**src/rtl/pbk_pkg.sv**
```systemverilog
package pbk_pkg;

   localparam int IX_W = 4;

   typedef enum logic [IX_W-1:0] {
      IX_CTRL   = 4'd0,
      IX_STAT   = 4'd1,
      IX_SA_LO  = 4'd2,
      IX_SA_HI  = 4'd3,
      IX_SB_LO  = 4'd4,
      IX_SB_HI  = 4'd5,
      IX_LEN_A  = 4'd6,
      IX_LEN_B  = 4'd7,
      IX_POS_LO = 4'd8,
      IX_POS_HI = 4'd9,
      IX_OFS    = 4'd10,
      IX_FMT    = 4'd11
   } reg_ix_e;

   localparam logic [5:0] FMT_RESET = 6'h10;

   // bytes per sample frame: 1, 2 or 4
   function automatic logic [2:0] frame_bytes(input logic wide, input logic stereo);
      logic [1:0] sh;
      sh = {1'b0, wide} + {1'b0, stereo};
      return 3'(3'd1 << sh);
   endfunction

endpackage

```
**src/rtl/pbk_area_bank.sv**
```systemverilog
module pbk_area_bank
   import pbk_pkg::*;
#(
   parameter int ADDR_W = 32,
   parameter int LEN_W  = 16,
   parameter int REG_W  = 16
) (
   input  logic                           clk,
   input  logic                           rst_n,
   input  logic                           we,
   input  logic [IX_W-1:0]                widx,
   input  logic [REG_W-1:0]               wdata,
   output logic [1:0][ADDR_W-1:0]         start_o,
   output logic [1:0][LEN_W-1:0]          len_o
);

   for (genvar a = 0; a < 2; a++) begin : g_area
      localparam logic [IX_W-1:0] LO_IX  = IX_W'(2 + 2*a);
      localparam logic [IX_W-1:0] HI_IX  = IX_W'(3 + 2*a);
      localparam logic [IX_W-1:0] LEN_IX = IX_W'(6 + a);

      logic [ADDR_W-1:0] start_q;
      logic [LEN_W-1:0]  len_q;

      always_ff @(posedge clk or negedge rst_n) begin
         if (!rst_n) begin
            start_q <= '0;
            len_q   <= '0;
         end else if (we) begin
            if (widx == LO_IX) start_q[REG_W-1:0]      <= wdata;
            if (widx == HI_IX) start_q[ADDR_W-1:REG_W] <= wdata;
            if (widx == LEN_IX) len_q                  <= wdata[LEN_W-1:0];
         end
      end

      assign start_o[a] = start_q;
      assign len_o[a]   = len_q;
   end

endmodule

```
**src/rtl/pbk_ctl_regs.sv**
```systemverilog
module pbk_ctl_regs
   import pbk_pkg::*;
#(
   parameter int REG_W = 16
) (
   input  logic              clk,
   input  logic              rst_n,
   input  logic              we,
   input  logic [IX_W-1:0]   widx,
   input  logic [REG_W-1:0]  wdata,
   input  logic [1:0]        done_set,
   output logic              run_o,
   output logic              rewind_o,
   output logic [2:0]        flags_o,
   output logic [5:0]        fmt_o
);

   logic       run_q;
   logic [2:0] flags_q;
   logic [5:0] fmt_q;
   logic [2:0] ack;

   assign rewind_o = we && (widx == IX_CTRL) && wdata[1];
   assign ack      = (we && (widx == IX_STAT)) ? wdata[2:0] : 3'b000;

   always_ff @(posedge clk or negedge rst_n) begin
      if (!rst_n) begin
         run_q   <= 1'b0;
         flags_q <= 3'b001;
         fmt_q   <= FMT_RESET;
      end else begin
         flags_q <= (flags_q & ~ack) | {done_set, 1'b0};
         if (we && (widx == IX_CTRL)) run_q <= wdata[0];
         if (we && (widx == IX_FMT))  fmt_q <= wdata[5:0];
      end
   end

   assign run_o   = run_q;
   assign flags_o = flags_q;
   assign fmt_o   = fmt_q;

endmodule

```
**src/rtl/pbk_walker.sv**
```systemverilog
module pbk_walker
   import pbk_pkg::*;
#(
   parameter int ADDR_W = 32,
   parameter int LEN_W  = 16
) (
   input  logic                    clk,
   input  logic                    rst_n,
   input  logic                    run,
   input  logic                    rewind,
   input  logic                    fetch_req,
   input  logic                    wide,
   input  logic                    stereo,
   input  logic [1:0][ADDR_W-1:0]  start_i,
   input  logic [1:0][LEN_W-1:0]   len_i,
   output logic                    fetch_valid,
   output logic [ADDR_W-1:0]       pos_o,
   output logic [LEN_W-1:0]        off_o,
   output logic                    act_o,
   output logic [2:0]              step_o,
   output logic [1:0]              done_set
);

   logic [ADDR_W-1:0] pos_q;
   logic [LEN_W-1:0]  off_q;
   logic              act_q;
   logic [2:0]        step;
   logic [LEN_W:0]    nxt_off;
   logic              wrap;

   assign step        = frame_bytes(wide, stereo);
   assign fetch_valid = fetch_req && run;
   assign nxt_off     = {1'b0, off_q} + (LEN_W+1)'(step);
   assign wrap        = fetch_valid && (nxt_off >= {1'b0, len_i[act_q]});
   assign done_set    = wrap ? (act_q ? 2'b10 : 2'b01) : 2'b00;

   always_ff @(posedge clk or negedge rst_n) begin
      if (!rst_n) begin
         pos_q <= '0;
         off_q <= '0;
         act_q <= 1'b0;
      end else if (rewind) begin
         pos_q <= start_i[0];
         off_q <= '0;
         act_q <= 1'b0;
      end else if (fetch_valid) begin
         if (wrap) begin
            pos_q <= start_i[~act_q];
            off_q <= '0;
            act_q <= ~act_q;
         end else begin
            pos_q <= pos_q + ADDR_W'(step);
            off_q <= nxt_off[LEN_W-1:0];
         end
      end
   end

   assign pos_o  = pos_q;
   assign off_o  = off_q;
   assign act_o  = act_q;
   assign step_o = step;

endmodule

```
**src/rtl/pbk_dma_seq.sv**
```systemverilog
module pbk_dma_seq
   import pbk_pkg::*;
#(
   parameter int ADDR_W = 32,
   parameter int LEN_W  = 16,
   parameter int REG_W  = 16
) (
   input  logic               clk,
   input  logic               rst_n,
   input  logic               reg_we,
   input  logic [3:0]         reg_idx,
   input  logic [15:0]        reg_wdata,
   output logic [15:0]        reg_rdata,
   input  logic               fetch_req,
   output logic               fetch_valid,
   output logic [31:0]        fetch_addr,
   output logic               irq
);

   if (ADDR_W != 2*REG_W) begin : g_bad_addr
      $error("pbk_dma_seq: ADDR_W must be twice REG_W");
   end
   if (LEN_W > REG_W) begin : g_bad_len
      $error("pbk_dma_seq: LEN_W must fit in one register word");
   end
   if (REG_W != 16 || ADDR_W != 32) begin : g_bad_port
      $error("pbk_dma_seq: port widths assume 16-bit words and 32-bit addresses");
   end

   logic [1:0][ADDR_W-1:0] start_w;
   logic [1:0][LEN_W-1:0]  len_w;
   logic                   run_w;
   logic                   rewind_w;
   logic [2:0]             flags_w;
   logic [5:0]             fmt_w;
   logic [ADDR_W-1:0]      pos_w;
   logic [LEN_W-1:0]       off_w;
   logic                   act_w;
   logic [2:0]             step_w;
   logic [1:0]             done_w;

   pbk_area_bank #(.ADDR_W(ADDR_W), .LEN_W(LEN_W), .REG_W(REG_W)) u_bank (
      .clk     (clk),
      .rst_n   (rst_n),
      .we      (reg_we),
      .widx    (reg_idx),
      .wdata   (reg_wdata),
      .start_o (start_w),
      .len_o   (len_w)
   );

   pbk_ctl_regs #(.REG_W(REG_W)) u_ctl (
      .clk      (clk),
      .rst_n    (rst_n),
      .we       (reg_we),
      .widx     (reg_idx),
      .wdata    (reg_wdata),
      .done_set (done_w),
      .run_o    (run_w),
      .rewind_o (rewind_w),
      .flags_o  (flags_w),
      .fmt_o    (fmt_w)
   );

   pbk_walker #(.ADDR_W(ADDR_W), .LEN_W(LEN_W)) u_walk (
      .clk         (clk),
      .rst_n       (rst_n),
      .run         (run_w),
      .rewind      (rewind_w),
      .fetch_req   (fetch_req),
      .wide        (fmt_w[4]),
      .stereo      (fmt_w[5]),
      .start_i     (start_w),
      .len_i       (len_w),
      .fetch_valid (fetch_valid),
      .pos_o       (pos_w),
      .off_o       (off_w),
      .act_o       (act_w),
      .step_o      (step_w),
      .done_set    (done_w)
   );

   assign fetch_addr = pos_w;
   assign irq        = flags_w[1] | flags_w[2];

   always_comb begin
      case (reg_idx)
         IX_CTRL:   reg_rdata = {{(REG_W-1){1'b0}}, run_w};
         IX_STAT:   reg_rdata = {{(REG_W-3){1'b0}}, flags_w};
         IX_SA_LO:  reg_rdata = start_w[0][REG_W-1:0];
         IX_SA_HI:  reg_rdata = start_w[0][ADDR_W-1:REG_W];
         IX_SB_LO:  reg_rdata = start_w[1][REG_W-1:0];
         IX_SB_HI:  reg_rdata = start_w[1][ADDR_W-1:REG_W];
         IX_LEN_A:  reg_rdata = REG_W'(len_w[0]);
         IX_LEN_B:  reg_rdata = REG_W'(len_w[1]);
         IX_POS_LO: reg_rdata = pos_w[REG_W-1:0];
         IX_POS_HI: reg_rdata = pos_w[ADDR_W-1:REG_W];
         IX_OFS:    reg_rdata = REG_W'(off_w);
         IX_FMT:    reg_rdata = {{(REG_W-6){1'b0}}, fmt_w};
         default:   reg_rdata = '0;
      endcase
   end

endmodule

```
**config.mk**
```make
export PLATFORM = sky130hd
export DESIGN_NAME = pbk_dma_seq
export DESIGN_NICKNAME = d
export VERILOG_FILES = /design/src/rtl/pbk_pkg.sv /design/src/rtl/pbk_area_bank.sv /design/src/rtl/pbk_ctl_regs.sv /design/src/rtl/pbk_walker.sv /design/src/rtl/pbk_dma_seq.sv
export SDC_FILE = /design/constraint.sdc
export NUM_CORES = 1
export LEC_CHECK = 0
export BUFFER_PORTS_ARGS = -buffer_cell sky130_fd_sc_hd__buf_2
export CAP_MARGIN = 15
export CORE_UTILIZATION = 35
export CTS_BUF_LIST = sky130_fd_sc_hd__clkbuf_4 sky130_fd_sc_hd__clkbuf_8
export CTS_CLUSTER_SIZE = 20
export DETAILED_ROUTE_END_ITERATION = 8
export HOLD_SLACK_MARGIN = 0.15
export PLACE_DENSITY = 0.56
export SETUP_SLACK_MARGIN = 0.02
export SYNTH_ARGS = -nofsm -noshare
export SYNTH_HDL_FRONTEND = slang
export SYNTH_SLANG_ARGS = --single-unit
export TNS_END_PERCENT = 30
```
**constraint.sdc**
```tcl
create_clock -name clk -period 12.05 [get_ports clk]
set_input_delay 0.6025 -clock clk [delete_from_list [all_inputs] [get_ports clk]]
set_output_delay 0.6025 -clock clk [all_outputs]
set_load 0.02 [all_outputs]
```
==> results of run 1 <==
[registers in the layout, summed over array words and instances (netlist names)]
signal,cells
u_bank.g_area.start_q,64
u_bank.g_area.len_q,32
u_walk.pos_o,32
u_walk.off_o,16
u_ctl.fmt_o,6
u_ctl.flags_o,3
u_ctl.run_o,1
u_walk.act_o,1
[cells in the final DEF (no fill, tap or decap), types with 13 or more instances in the layout]
| cell type | n |
|---|---|
| ha_1 | 23 |
| nand4_1 | 14 |
| clkbuf_8 | 19 |
| a21oi_1 | 55 |
| mux2i_1 | 48 |
| buf_2 | 72 |
| a22oi_1 | 31 |
| xnor2_1 | 13 |
| mux2_2 | 98 |
| nor2_1 | 48 |
| xor2_1 | 13 |
| o21ai_0 | 24 |
| dfrtp_1 | 152 |
| nand3_1 | 35 |
| nand2_1 | 97 |
[stage by stage]
stage                       util  cell area [um2]
after floorplan                -             9311
after global placement    0.3814             9938
after detailed placement  0.3814             9938
after CTS                 0.3978            10370
after global routing      0.3978            10370
final                     0.3978            10370
[area by class of cell]
| cell class | instances | area [um2] | area share |
|---|---|---|---|
| sequential | 155 | 3882 | 0.3745 |
| clock inverter | 11 | 167.7 | 0.01617 |
| tap | 335 | 419.2 | 0.04043 |
| timing repair buffer | 84 | 454.2 | 0.04381 |
| clock buffer | 19 | 261.5 | 0.02522 |
| inverter | 8 | 30.03 | 0.002896 |
| multi-input combinational | 687 | 5152 | 0.4970 |
[routing by layer]
metal,track usage,vias up,share of wire
met3,0.05145,62,0.096
met4,0.09967,2,0.028
met5,0,-,0.00025
met2,0.3534,395,0.44
met1,0.3530,3975,0.44
li1,-,3524,-
[synth_stat cells, types with 13 or more instances]
| master | instances | area (um2) |
|---|---|---|
| clkbuf_1 | 40 | 150.1 |
| mux2_2 | 98 | 1104 |
| dfrtp_1 | 153 | 3829 |
| a21oi_1 | 55 | 275.3 |
| ha_1 | 23 | 287.8 |
| nand2_1 | 98 | 367.9 |
| nor2_1 | 51 | 191.4 |
| nand4_1 | 14 | 87.58 |
| xor2_1 | 13 | 113.9 |
| nand3_1 | 35 | 175.2 |
| o21ai_0 | 24 | 120.1 |
| mux2i_1 | 48 | 480.5 |
| a22oi_1 | 31 | 232.7 |
| xnor2_1 | 13 | 113.9 |
[critical path, stage by stage, from the launching register on]
cell      delay, ns
dfstp_2        0.57
inv_1          0.05
ha_1           0.20
ha_1           0.21
maj3_1         0.36
a22oi_1        0.49
nor3b_1        0.24
nand3_1        0.16
xnor2_1        0.15
ha_1           0.29
a21oi_1        0.15
a21boi_0       0.09
o31ai_1        0.38
and4_4         0.68
nor2_4         0.17
a311oi_1       0.34
o31ai_2        0.08
[where the power goes]
group / internal (W) / switching [W]
logic: 0.000271 / 0.000365
clock network: 0.000234 / 0.000207
registers: 0.000652 / 0.000199
[cell families after synthesis]
group | share of synthesized area
muxes | 0.1701
xor gates and xnor gates | 0.02620
DFF | 0.4168
buffers and inverters | 0.03453
AOI/OAI and AO/OA | 0.1774
and+or+nand+nor | 0.1419
adders and majority gates | 0.03306
[path summary, 6_finish.rpt]
kind	from	to	slack [ns]	depth (start not counted)
max	u_ctl.fmt_o[4]	u_walk.pos_o[13]	7.29	16
min	rst_n	u_bank.g_area[1].start_q[13]	0.16	1
max reg2reg	u_ctl.fmt_o[4]	u_walk.pos_o[13]	7.29	16
min reg2reg	u_ctl.flags_o[0]	u_ctl.flags_o[0]	0.49	1
max in group asynchronous	rst_n	u_bank.g_area[0].start_q[8]	10.32	2
min in group clk	reg_wdata[12]	u_bank.g_area[1].start_q[28]	0.43	2
==> flow_summary.json, run 1 <==
{
  "drt_pre_antenna_iters": 7,
  "setup_tns_ns": 0,
  "synth_ff_type": "dfrtp_1",
  "post-route-drc-count": 0,
  "crit_type": "reg -> reg",
  "cts_tree": "done",
  "layout_min_cycle_time_ns": 4.756,
  "relSlewSlack": 0.2091,
  "crit_path_end_kind": "flip-flop",
  "dp.cells": 1269,
  "drv_cap": 0,
  "gp_congestion": 0.8803,
  "place_ws_ns": 7.310,
  "grt_pass1_vias": 7469,
  "cts_buffers": 17,
  "hold_violations": 0,
  "top_level_ports": 74,
  "yosysUniqueCellTypes": 70,
  "power_w": 0.001929,
  "ys_seq_elements": 155,
  "syn_avg_cell_area_um2": 10.21,
  "cts_max_level": 4,
  "tightest_slew_ns": 1.183,
  "track_usage": 0.2449,
  "post_cts_buffers": 0,
  "synth_warnings": 0,
  "syn_area_um2": 9311,
  "floorplan.rows": 59,
  "ys_async_sr_fraction": 1.000,
  "p_leak_nw": 4.364,
  "syn_to_final_growth_pct": 11.34,
  "vias": 7958,
  "dp_hpwl_um": 21960,
  "clk-insertion-delay-late_ns": 0.47,
  "routed_via_density": 6.126,
  "wl_per_cell_um": 24.83,
  "nets": 1000,
  "crit_arrival_ns": 5.09,
  "p_per_area_nw_per_um2": 186.1,
  "antenna_cells": 0,
  "fillers": 2588,
  "cts_resized": 0,
  "die_width_um": 165.1,
  "wl_um": 32250,
  "grt_max_degree": 80,
  "drt_first_iter_violations": 977,
  "seq_area_frac_synth": 0.4168,
  "grt_pass1_wl_um": 48610,
  "required_ns": 12.39,
  "grt_overflow": 0,
  "clockBufferDepth": 2,
  "layout.cells.non_filler": 1299,
  "mappedNetlistNets": 959,
  "clock-sinks": 155,
  "grt_antenna_before_repair": 1,
  "die_y_um": 165.1,
  "path_max_fanout": 36,
  "syn_inst": 912,
  "port_buffers": 73,
  "rsz0062_at_grt": "no",
  "worstHoldPathType": "in -> async",
  "fin_ws_ns": 7.294,
  "crit_path_start_kind": "flip-flop",
  "finalClockSkew_ns": 0.01538,
  "setup_violations": 0,
  "fmax_ghz": 0.2103,
  "status": "finished, final reports clean",
  "start_util": 0.3573,
  "path_clk_slew_ns": 0.09,
  "root_buffer": "clkbuf_8",
  "period_share": 0.3947,
  "synth-edff-count": 0,
  "holdBufCountCts": 0,
  "drv_slew": 0,
  "ant_nets": 0,
  "die_area_um2": 27260,
  "ir_worst_vdd_v": 0.0001242,
  "holdWs_ns": 0.1576,
  "drive_above_1_share": 0.2635,
  "core_area_um2": 26060
}
Note: power is estimated with default switching activity, not from simulation.
==> inputs of run 2 (changes only) <==
- ABC_AREA: unset -> 1
- PLACE_DENSITY: 0.56 -> 0.58
- clock period: 12.05 -> 4.28 ns (I/O delays scaled with it)
==> flow_summary.json, run 2 <==
{
  "status": "finished, violations left",
  "violations": "DRC",
  "syn_avg_cell_area_um2": 7.372,
  "routed_via_density": 5.480,
  "max_stage_delay_ns": 0.56,
  "fin_ws_ns": 0.2962,
  "p_clk_frac": 0.197,
  "crit_path_start_kind": "flip-flop",
  "fin_area_um2": 10930,
  "ant_nets": 0,
  "clockBufferDepth": 2,
  "syn_area_um2": 9458,
  "tightest_slew_ns": 1.093,
  "synth-edff-count": 0,
  "swShare": 0.4584,
  "drt_pre_antenna_iters": 8,
  "seq_power_share": 0.361,
  "wl_um": 34950,
  "largest_reg_flops": 64,
  "r2r.worst_path.cells": 31,
  "ir_worst_vdd_v": 0.0003082,
  "hold-path-cell-count": 3,
  "grt_overflow": 0,
  "setup_tns_ns": 0,
  "synth_top_area_cell": "dfrtp_1",
  "drv_slew": 0,
  "die_y_um": 166.4,
  "antenna_cells": 0,
  "crit_type": "reg -> reg",
  "vias": 9360,
  "p_leak_nw": 5.315,
  "grt_pass1_wl_um": 53360,
  "worstHoldPathType": "in -> reg",
  "required_ns": 4.66,
  "crit_top_cell": "nand2_1",
  "cts_max_level": 4,
  "final_common_cell": "nand2_1",
  "path_max_fanout": 35,
  "ys_seq_elements": 155,
  "layout_min_cycle_time_ns": 3.984,
  "root_buffer": "clkbuf_8",
  "path_clk_slew_ns": 0.09,
  "synth_area_leaders": "dfrtp_1, nand2_1, o21ai_0",
  "top_register": "u_bank.g_area.start_q",
  "mappedNetlistNets": 1330,
  "cpMaxStageDelayCell": "dfstp_2",
  "syn_inst": 1283,
  "drt_first_iter_violations": 1153,
  "power.internal_w": 0.003574,
  "top_level_ports": 74,
  "gp_congestion": 0.9320,
  "p_per_area_nw_per_um2": 603.9,
  "cts_tree": "done",
  "floorplan.rows": 59,
  "clk-insertion-delay-late_ns": 0.48,
  "port_buffers": 73,
  "syn_to_final_growth_pct": 15.54,
  "synth_ff_type": "dfrtp_1",
  "grt_pass1_vias": 8678,
  "drive_above_1_share": 0.1129,
  "clock-sinks": 155,
  "hold_violations": 0,
  "drv_cap": 0,
  "ys_async_sr_fraction": 1.000,
  "p_comb_frac": 0.441,
  "period_share": 0.9308,
  "p_switching_w": 0.003025,
  "crit_arrival_ns": 4.36,
  "crit_path_end_kind": "flip-flop",
  "yosysUniqueCellTypes": 40,
  "placed_cell_area_um2": 10230,
  "die_area_um2": 27680,
  "dp_hpwl_um": 26090,
  "start_util": 0.3599,
  "nets": 1407,
  "yosys-top-cells-count": "nand2_1, inv_1, o21ai_0",
  "setup_violations": 0,
  "grt_max_degree": 92,
  "place_ws_ns": 0.2695,
  "grt_antenna_before_repair": 0,
  "core_area_um2": 26280,
  "final_cell_mix": "nand2_1, inv_1, o21ai_0",
  "cts_buffers": 17,
  "wl_per_cell_um": 20.46,
  "synth.most_common_cell": "nand2_1",
  "seq_area_frac_synth": 0.4104,
  "yosysTopAreaCellShare": 0.4048,
  "die_width_um": 166.4,
  "relSlewSlack": 0.2694,
  "post-route-drc-count": 9,
  "track_usage": 0.2540,
  "synth_warnings": 0,
  "fmax_ghz": 0.2510,
  "finalClockSkew_ns": 0.02082
}
==> run 2: through the flow <==
stage	util	power, W	cells	hold slack [ns]
after floorplan	-	0.004122	1283	-0.08159
after global placement	0.3892	0.005190	1658	0.3608
after detailed placement	0.3892	0.005206	1658	0.3740
after CTS	0.4119	0.006508	1704	0.1542
after global routing	0.4158	0.007012	1708	0.1527
final	0.4158	0.006599	1708	0.1379
==> run 2: layout make-up <==
class                   count  area [um2]
clock buffers              23       297.8
well taps                 335       419.2
fillers                  2729       15350
flip-flops and latches    155        3882
multi-input cells         877        4646
clock inverters             9       160.2
inverters                 192       720.7
repair buffers            117       802.0
==> run 2: timing repair <==
action	in CTS	in global routing
hold endpoints to repair	139	0
setup buffers	0	2
hold buffers	14	0
gates resized for setup	0	7
setup endpoints to repair	0	34
==> run 2: routing by layer <==
metal	routed length, um	track usage	vias up
met5	0	0	-
met4	844	0.07689	0
met3	3175	0.04957	56
met2	14940	0.3767	476
met1	15990	0.3707	4413
li1	-	-	4415
==> run 2: worst paths after layout <==
kind | from | end | slack, ns
min in group asynchronous | rst_n | u_walk.off_o[10] | 0.38
worst max-delay path | u_ctl.fmt_o[4] | u_walk.pos_o[1] | 0.30
worst min register to register | u_bank.g_area[1].len_q[1] | u_bank.g_area[1].len_q[1] | 0.49
max in group asynchronous | rst_n | u_ctl.fmt_o[5] | 2.86
worst min-delay path | reg_wdata[10] | u_bank.g_area[0].start_q[10] | 0.14
worst max register to register | u_ctl.fmt_o[4] | u_walk.pos_o[1] | 0.30
==> run 2: cell families (layout without fill, tap and decap cells) <==
logic type,count (synthesis),in the layout,synth area share
and+or+nand+nor,490,490,0.2172
AOI/OAI and AO/OA,311,311,0.1892
buffers and inverters,251,341,0.1019
DFF,155,155,0.4104
xor gates and xnor gates,39,39,0.03612
adders and majority gates,23,23,0.03043
muxes,14,14,0.01482
==> run 2: critical path, delay by kind of cell (launching register included) <==
family	cells	cell delay [ns]
flops	1	0.56
buf+inv	9	0.76
fa+ha+maj	3	0.78
simple gates	16	1.25
compound gates	2	0.37
xor+xnor	1	0.20
==> run 2: power by group through the flow <==
| stage | sequential (W) | combinational, W | clock [W] |
|---|---|---|---|
| floorplan | 0.00235 | 0.00177 | 0 |
| global placement | 0.00239 | 0.00280 | 0 |
| detailed placement | 0.00239 | 0.00281 | 0 |
| CTS | 0.00236 | 0.00284 | 0.00131 |
| global route | 0.00243 | 0.00321 | 0.00137 |
| finish | 0.00238 | 0.00291 | 0.00130 |
